### config.mk
export PLATFORM = sky130hd
export DESIGN_NAME = err_flag_regs
export DESIGN_NICKNAME = d
export VERILOG_FILES = /design/src/rtl/err_flag_pkg.sv /design/src/rtl/err_req_tracker.sv /design/src/rtl/err_event_qual.sv /design/src/rtl/err_flag_bank.sv /design/src/rtl/err_irq_gen.sv /design/src/rtl/err_flag_regs.sv
export SDC_FILE = /design/constraint.sdc
export NUM_CORES = 1
export LEC_CHECK = 0
export BUFFER_PORTS_ARGS = -buffer_cell sky130_fd_sc_hd__buf_2
export CAP_MARGIN = 10
export CORE_AREA = 2 2 50 52
export DETAILED_ROUTE_END_ITERATION = 10
export DIE_AREA = 0 0 52 54
export PLACE_DENSITY = 0.83
export SLEW_MARGIN = 0
export SYNTH_ARGS = -nofsm -noshare
export SYNTH_HDL_FRONTEND = slang
export SYNTH_HIERARCHICAL = 1
export SYNTH_SLANG_ARGS = --single-unit
### constraint.sdc
create_clock -name clk_i -period 1.4 [get_ports clk_i]
set_clock_uncertainty 0.1 [all_clocks]
set_input_delay 0.14 -clock clk_i [delete_from_list [all_inputs] [get_ports clk_i]]
set_output_delay 0.14 -clock clk_i [all_outputs]
set_load 0.02 [all_outputs]
### src/rtl/err_flag_pkg.sv
package err_flag_pkg;
  localparam int FLAG_W = 8;
  localparam int N_REQ  = 2;  // hot-join, in-band interrupt

  typedef struct packed {
    logic nack;
    logic tx_udr;
    logic rx_ovr;
    logic hj_err;
    logic ibi_err;
    logic proto_err;
    logic timeout;
    logic ccc_unsup;
  } err_flags_t;
endpackage

### src/rtl/err_req_tracker.sv
module err_req_tracker (
  input  logic clk_i,
  input  logic rst_ni,
  input  logic req_i,
  input  logic clr_i,
  input  logic timeout_i,
  output logic pend_o
);
  logic pend_q;

  always_ff @(posedge clk_i or negedge rst_ni) begin
    if (!rst_ni)                 pend_q <= 1'b0;
    else if (clr_i || timeout_i) pend_q <= 1'b0;
    else if (req_i)              pend_q <= 1'b1;
  end

  assign pend_o = pend_q;


  pend_clr_on_timeout_chk: assert property (@(posedge clk_i) disable iff (!rst_ni)
    timeout_i |=> !pend_o);

  pend_set_on_req_chk: assert property (@(posedge clk_i) disable iff (!rst_ni)
    (req_i && !clr_i && !timeout_i) |=> pend_o);
endmodule

### src/rtl/err_event_qual.sv
module err_event_qual
  import err_flag_pkg::*;
(
  input  logic       clk_i,
  input  logic       rst_ni,
  input  logic       mode_i2c_i,
  input  logic       nack_ev_i,
  input  logic       tx_underrun_ev_i,
  input  logic       rx_overrun_ev_i,
  input  logic       hj_retry_ovf_i,
  input  logic       hj_req_i,
  input  logic       ibi_retry_ovf_i,
  input  logic       ibi_req_i,
  input  logic       bus_ack_i,
  input  logic       bus_activity_i,
  input  logic       timeout_ev_i,
  input  logic       proto_err_ev_i,
  input  logic       ccc_unsup_ev_i,
  input  logic       ccc_direct_i,
  input  logic       ccc_addr_match_i,
  output err_flags_t set_o
);
  logic [N_REQ-1:0] req_v, ovf_v, pend_v, err_v;
  logic             bus_clr;

  assign bus_clr = bus_ack_i | bus_activity_i;
  assign req_v   = {ibi_req_i, hj_req_i};
  assign ovf_v   = {ibi_retry_ovf_i, hj_retry_ovf_i};

  for (genvar g = 0; g < N_REQ; g++) begin : g_req
    err_req_tracker u_trk (
      .clk_i     (clk_i),
      .rst_ni    (rst_ni),
      .req_i     (req_v[g]),
      .clr_i     (bus_clr),
      .timeout_i (timeout_ev_i),
      .pend_o    (pend_v[g])
    );
    assign err_v[g] = ovf_v[g] | (timeout_ev_i & pend_v[g]);
  end

  always_comb begin
    set_o           = '0;
    set_o.nack      = nack_ev_i & mode_i2c_i;
    set_o.tx_udr    = tx_underrun_ev_i;
    set_o.rx_ovr    = rx_overrun_ev_i;
    set_o.hj_err    = err_v[0];
    set_o.ibi_err   = err_v[1];
    set_o.proto_err = proto_err_ev_i;
    set_o.timeout   = timeout_ev_i;
    set_o.ccc_unsup = ccc_unsup_ev_i & (~ccc_direct_i | ccc_addr_match_i);
  end
endmodule

### src/rtl/err_flag_bank.sv
module err_flag_bank #(
  parameter int W = 8
) (
  input  logic         clk_i,
  input  logic         rst_ni,
  input  logic         wr_i,
  input  logic [W-1:0] wdata_i,
  input  logic [W-1:0] set_i,
  output logic [W-1:0] flags_o
);
  for (genvar i = 0; i < W; i++) begin : g_bit
    logic q;
    always_ff @(posedge clk_i or negedge rst_ni) begin
      if (!rst_ni)       q <= 1'b0;
      else if (wr_i)     q <= wdata_i[i];  // software wins
      else if (set_i[i]) q <= 1'b1;
    end
    assign flags_o[i] = q;


    sticky_chk: assert property (@(posedge clk_i) disable iff (!rst_ni)
      (!wr_i && flags_o[i]) |=> flags_o[i]);

    hw_set_chk: assert property (@(posedge clk_i) disable iff (!rst_ni)
      (!wr_i && set_i[i]) |=> flags_o[i]);

    sw_wins_chk: assert property (@(posedge clk_i) disable iff (!rst_ni)
      wr_i |=> (flags_o[i] == $past(wdata_i[i])));
  end
endmodule

### src/rtl/err_irq_gen.sv
module err_irq_gen #(
  parameter int W = 8
) (
  input  logic         clk_i,
  input  logic         rst_ni,
  input  logic         wr_i,
  input  logic [W-1:0] wdata_i,
  input  logic [W-1:0] flags_i,
  output logic [W-1:0] en_o,
  output logic         irq_o
);
  logic [W-1:0] en_q;
  logic         irq_q;

  always_ff @(posedge clk_i or negedge rst_ni) begin
    if (!rst_ni) begin
      en_q  <= '0;
      irq_q <= 1'b0;
    end else begin
      if (wr_i) en_q <= wdata_i;
      irq_q <= |(flags_i & en_q);
    end
  end

  assign en_o  = en_q;
  assign irq_o = irq_q;


  en_load_chk: assert property (@(posedge clk_i) disable iff (!rst_ni)
    wr_i |=> (en_o == $past(wdata_i)));

  irq_quiet_chk: assert property (@(posedge clk_i) disable iff (!rst_ni)
    ((flags_i & en_o) == '0) |=> !irq_o);
endmodule

### src/rtl/err_flag_regs.sv
module err_flag_regs
  import err_flag_pkg::*;
(
  input  logic              clk_i,
  input  logic              rst_ni,
  input  logic              reg_wr_i,
  input  logic              reg_sel_i,
  input  logic [FLAG_W-1:0] reg_wdata_i,
  output logic [FLAG_W-1:0] reg_rdata_o,
  input  logic              mode_i2c_i,
  input  logic              nack_ev_i,
  input  logic              tx_underrun_ev_i,
  input  logic              rx_overrun_ev_i,
  input  logic              hj_retry_ovf_i,
  input  logic              hj_req_i,
  input  logic              ibi_retry_ovf_i,
  input  logic              ibi_req_i,
  input  logic              bus_ack_i,
  input  logic              bus_activity_i,
  input  logic              timeout_ev_i,
  input  logic              proto_err_ev_i,
  input  logic              ccc_unsup_ev_i,
  input  logic              ccc_direct_i,
  input  logic              ccc_addr_match_i,
  output logic              irq_o
);
  err_flags_t        set_s;
  logic [FLAG_W-1:0] flags_s, en_s;
  logic              wr_flags, wr_en;

  assign wr_flags = reg_wr_i & ~reg_sel_i;
  assign wr_en    = reg_wr_i &  reg_sel_i;

  err_event_qual u_qual (
    .clk_i            (clk_i),
    .rst_ni           (rst_ni),
    .mode_i2c_i       (mode_i2c_i),
    .nack_ev_i        (nack_ev_i),
    .tx_underrun_ev_i (tx_underrun_ev_i),
    .rx_overrun_ev_i  (rx_overrun_ev_i),
    .hj_retry_ovf_i   (hj_retry_ovf_i),
    .hj_req_i         (hj_req_i),
    .ibi_retry_ovf_i  (ibi_retry_ovf_i),
    .ibi_req_i        (ibi_req_i),
    .bus_ack_i        (bus_ack_i),
    .bus_activity_i   (bus_activity_i),
    .timeout_ev_i     (timeout_ev_i),
    .proto_err_ev_i   (proto_err_ev_i),
    .ccc_unsup_ev_i   (ccc_unsup_ev_i),
    .ccc_direct_i     (ccc_direct_i),
    .ccc_addr_match_i (ccc_addr_match_i),
    .set_o            (set_s)
  );

  err_flag_bank #(.W(FLAG_W)) u_bank (
    .clk_i   (clk_i),
    .rst_ni  (rst_ni),
    .wr_i    (wr_flags),
    .wdata_i (reg_wdata_i),
    .set_i   (set_s),
    .flags_o (flags_s)
  );

  err_irq_gen #(.W(FLAG_W)) u_irq (
    .clk_i   (clk_i),
    .rst_ni  (rst_ni),
    .wr_i    (wr_en),
    .wdata_i (reg_wdata_i),
    .flags_i (flags_s),
    .en_o    (en_s),
    .irq_o   (irq_o)
  );

  assign reg_rdata_o = reg_sel_i ? en_s : flags_s;


  nack_mode_gate_chk: assert property (@(posedge clk_i) disable iff (!rst_ni)
    (nack_ev_i && !mode_i2c_i && !wr_flags && !flags_s[7]) |=> !flags_s[7]);

  ccc_addr_gate_chk: assert property (@(posedge clk_i) disable iff (!rst_ni)
    (ccc_unsup_ev_i && ccc_direct_i && !ccc_addr_match_i && !wr_flags && !flags_s[0])
      |=> !flags_s[0]);

  timeout_flag_chk: assert property (@(posedge clk_i) disable iff (!rst_ni)
    (timeout_ev_i && !wr_flags) |=> flags_s[1]);
endmodule

==> results.tsv <==
stage	metric	value	unit
setup_path	reg2reg_from	u_irq/en_o[2]$_DFFE_PN0P_	
timing	relSlewSlack	71.9	%
setup_path	ff2ff_path_depth	3	
cts	cts_max_level	1	
worst_hold_path	worstHoldStart	rx_overrun_ev_i	
cts	clock_latency	0.28	ns
synthesis	synth_cells	91	
floorplan	num_rows	18	
synthesis	synth_top_area_share	44.9	%
timing	tightest_slew	0.422	ns
setup_path	critical_path_class	reg2out	
global_route	grt-ovfl-total	0	
synthesis	yosysMostFrequentCell	dfrtp_1	
floorplan	num_io_pins	36	
synthesis	ys_top_cells_by_area	dfrtp_1 45%, mux2_4 23%, buf_4 8.5%	
timing	fin_tns_setup	0	ns
cts	cts_tree	built	
setup_path	cp_slowest_cell	dfrtp_1	
synthesis	synth-seq-cells	19	
routing	ant_nets	0	
layout	seq_area	475	sq um
setup_path	path_cells	mux2_4, buf_2	
synthesis	yosysWarnings	6	
synthesis	synth_edf_count	0	
global_route	grt_pass1_vias	809	
power	fin_total_pwr	0.00132	W
placed_design	place_congestion	0.765	
power	vdd_ir_drop_max	0.506	mV
setup_path	crit_buf_inv	1	
global_route	grt_pass1_wl	3350	microns
flow_run	cap_violations	0	
cts	clock_path_buffers	2	
worst_hold_path	hold_path_class	in2reg	
setup_path	cp_max_fo	3	
routing	via_per_inst	4.91	
global_route	grt_max_degree	20	
timing	setup_viol	0	
synthesis	synth_flop_cell	dfrtp_1	
global_route	grt_antenna_before_repair	0	
placed_design	io_buffer_count	35	
timing	rsz0062_at_grt	true	
floorplan	die_height	54	microns
cts	cts_buffers	3	
synthesis	synth_top_cells_by_count	19 x dfrtp_1, 16 x mux2_4, 12 x buf_4, 10 x nor2_1	
setup_path	worstSetupEndpointType	primary output	
routing	route.vias.total	805	
cts	root_buffer	clkbuf_4	
routing	wirelength	2060	microns
worst_hold_path	holdPathStages	3	
routing	wl_per_cell	12.6	microns
routing	drc_errors	0	
layout	antenna_cells	0	
layout	finalNetCount	162	
setup_path	crit_required	1.16	ns
synthesis	ys_seq_area_share	44.9	%
floorplan	die_x	52	microns
routing	first_iter_violations	15	
layout	multi_input_area	455	sq um
timing	holdWs	0.00927	ns
routing	firstDrtPassIters	4	
setup_path	rr_endpoint	u_irq/irq_o$_DFF_PN0_	
floorplan	core	2320	sq um
timing	layout_setup_ws	0.0369	ns
worst_hold_path	worstHoldEndpoint	u_bank/g_bit[5].q$_DFFE_PN0P_	
synthesis	synth_top_cell_by_area	dfrtp_1	
synthesis	synth_cell_types	17	
floorplan	start_util	45.6	%
placed_design	hpwl	1460	microns
power	p_leak	0.672	nW
setup_path	start_kind	flip-flop	
timing	post-route-min-period	1.36	ns
run_status	status	finished, final reports clean	
cts	clock-sinks	19	
layout	drive_gt1_share	49.3	%
timing	maxSlewViolCount	0	
setup_path	critical_path.startpoint	u_bank/g_bit[5].q$_DFFE_PN0P_	
setup_path	regToRegSetupSlack	0.33	ns
power	powerDensity	969	nW/um^2
timing	hold_viol	0	
setup_path	path_delay_family	flip-flops	
floorplan	die-area	2810	sq um
layout	area_delta_synth_final	28.7	%
synthesis	syn_avg_cell_area	11.6	sq um
global_route	grt_usage	16.1	%
layout	n_fill_cell	188	
synthesis	synth_area	1060	sq um
setup_path	max_stage_delay	0.41	ns
cts	clkTransAtPathRegs	0.10	ns
timing	fmax	734	MHz
setup_path	worstPathArrival	1.12	ns
timing	fin_crit_sh	97.4	%
synthesis	synth_fp_nets	118	
placed_design	dpl_worst_slack	0.176	ns
synthesis	synth-async-reset-ratio	100	%
-- layer usage --
metal	vias to the layer above	wire (microns)	part of all wire [%]	global-route usage, %
met3	4	69	3.3	1.67
li1	384	-	-	-
met1	397	863	42	18.2
met4	0	33	1.6	6.58
met2	20	1100	53	30.6
met5	-	0	0	0
-- layout make-up --
class,count,area share (%)
Inverter,1,0.275
Timing Repair Buffer,54,26.7
Tap cell,30,2.75
Sequential cell,19,34.9
Clock buffer,4,1.93
Multi-Input combinational cell,56,33.4
-- through the flow --
step	utilization [%]	instance area, sq um	instances
floorplan	-	1060	91
detailed placement	49.8	1150	142
global route	58.7	1360	164
global placement	49.8	1150	142
CTS	55.2	1280	156
finish	58.7	1360	164
-- placed cells by master (no fill, tap or decap) --
cell / count
dlygate4sd3_1: 11
and2b_2: 1
inv_1: 1
buf_6: 3
nor2_1: 10
and2_2: 1
clkbuf_4: 3
dfrtp_1: 19
a21boi_1: 1
mux2_4: 16
buf_2: 32
o21ai_0: 8
a22oi_1: 4
clkbuf_1: 1
nor3_2: 2
a21o_1: 2
nand4_1: 1
or2_1: 1
and2_1: 1
buf_4: 8
nand2_1: 8
-- repair_timing --
action,4_1_cts,5_1_grt
buffers inserted,0,7
endpoints found under the hold margin,35,1
endpoints found under the setup margin,0,8
hold buffers,10,1
gates resized for setup,0,6
-- flip-flops by register name, indices dropped and copies added (netlist names) --
signal and count:
u_irq/irq_o 1, u_irq/en_o 8, u_bank/g_bit.q 8, u_qual/g_req.u_trk/pend_o 2
-- kinds of logic after synthesis --
| family | count (synthesis) | synth area share, % |
|---|---|---|
| AOI/OAI and AO/OA | 15 | 8.75 |
| buffers and inverters | 16 | 12.1 |
| DFF | 19 | 44.9 |
| muxes | 16 | 22.7 |
| and+or+nand+nor | 25 | 11.6 |
-- report_power, final --
| part | leakage (nW) | switching, W | total, W | internal, W |
|---|---|---|---|---|
| Sequential | 0.217 | 0.0000453 | 0.000655 | 0.000610 |
| Clock | 0.0150 | 0.000153 | 0.000263 | 0.000110 |
| Combinational | 0.440 | 0.000164 | 0.000402 | 0.000238 |
| Total | 0.672 | 0.000362 | 0.00132 | 0.000959 |
-- worst reg2reg max path, cell delays in order, from the launching register on --
cell,delay [ns]
dfrtp_1,0.40
buf_4,0.14
a22oi_1,0.19
nand4_1,0.11
-- worst max path at each step --
stage | endpoint | slack, ns | depth (start not counted)
2_1_floorplan | u_irq/en_o[0]$_DFFE_PN0P_ | 0.31 | 4
3_3_place_gp | reg_rdata_o[4] | 0.21 | 4
3_5_place_dp | u_irq/en_o[5]$_DFFE_PN0P_ | 0.18 | 3
4_1_cts | reg_rdata_o[7] | 0.02 | 2
5_1_grt | reg_rdata_o[5] | -0.009 | 2
6_report | reg_rdata_o[5] | 0.04 | 2
(Power assumes the default switching activity.)
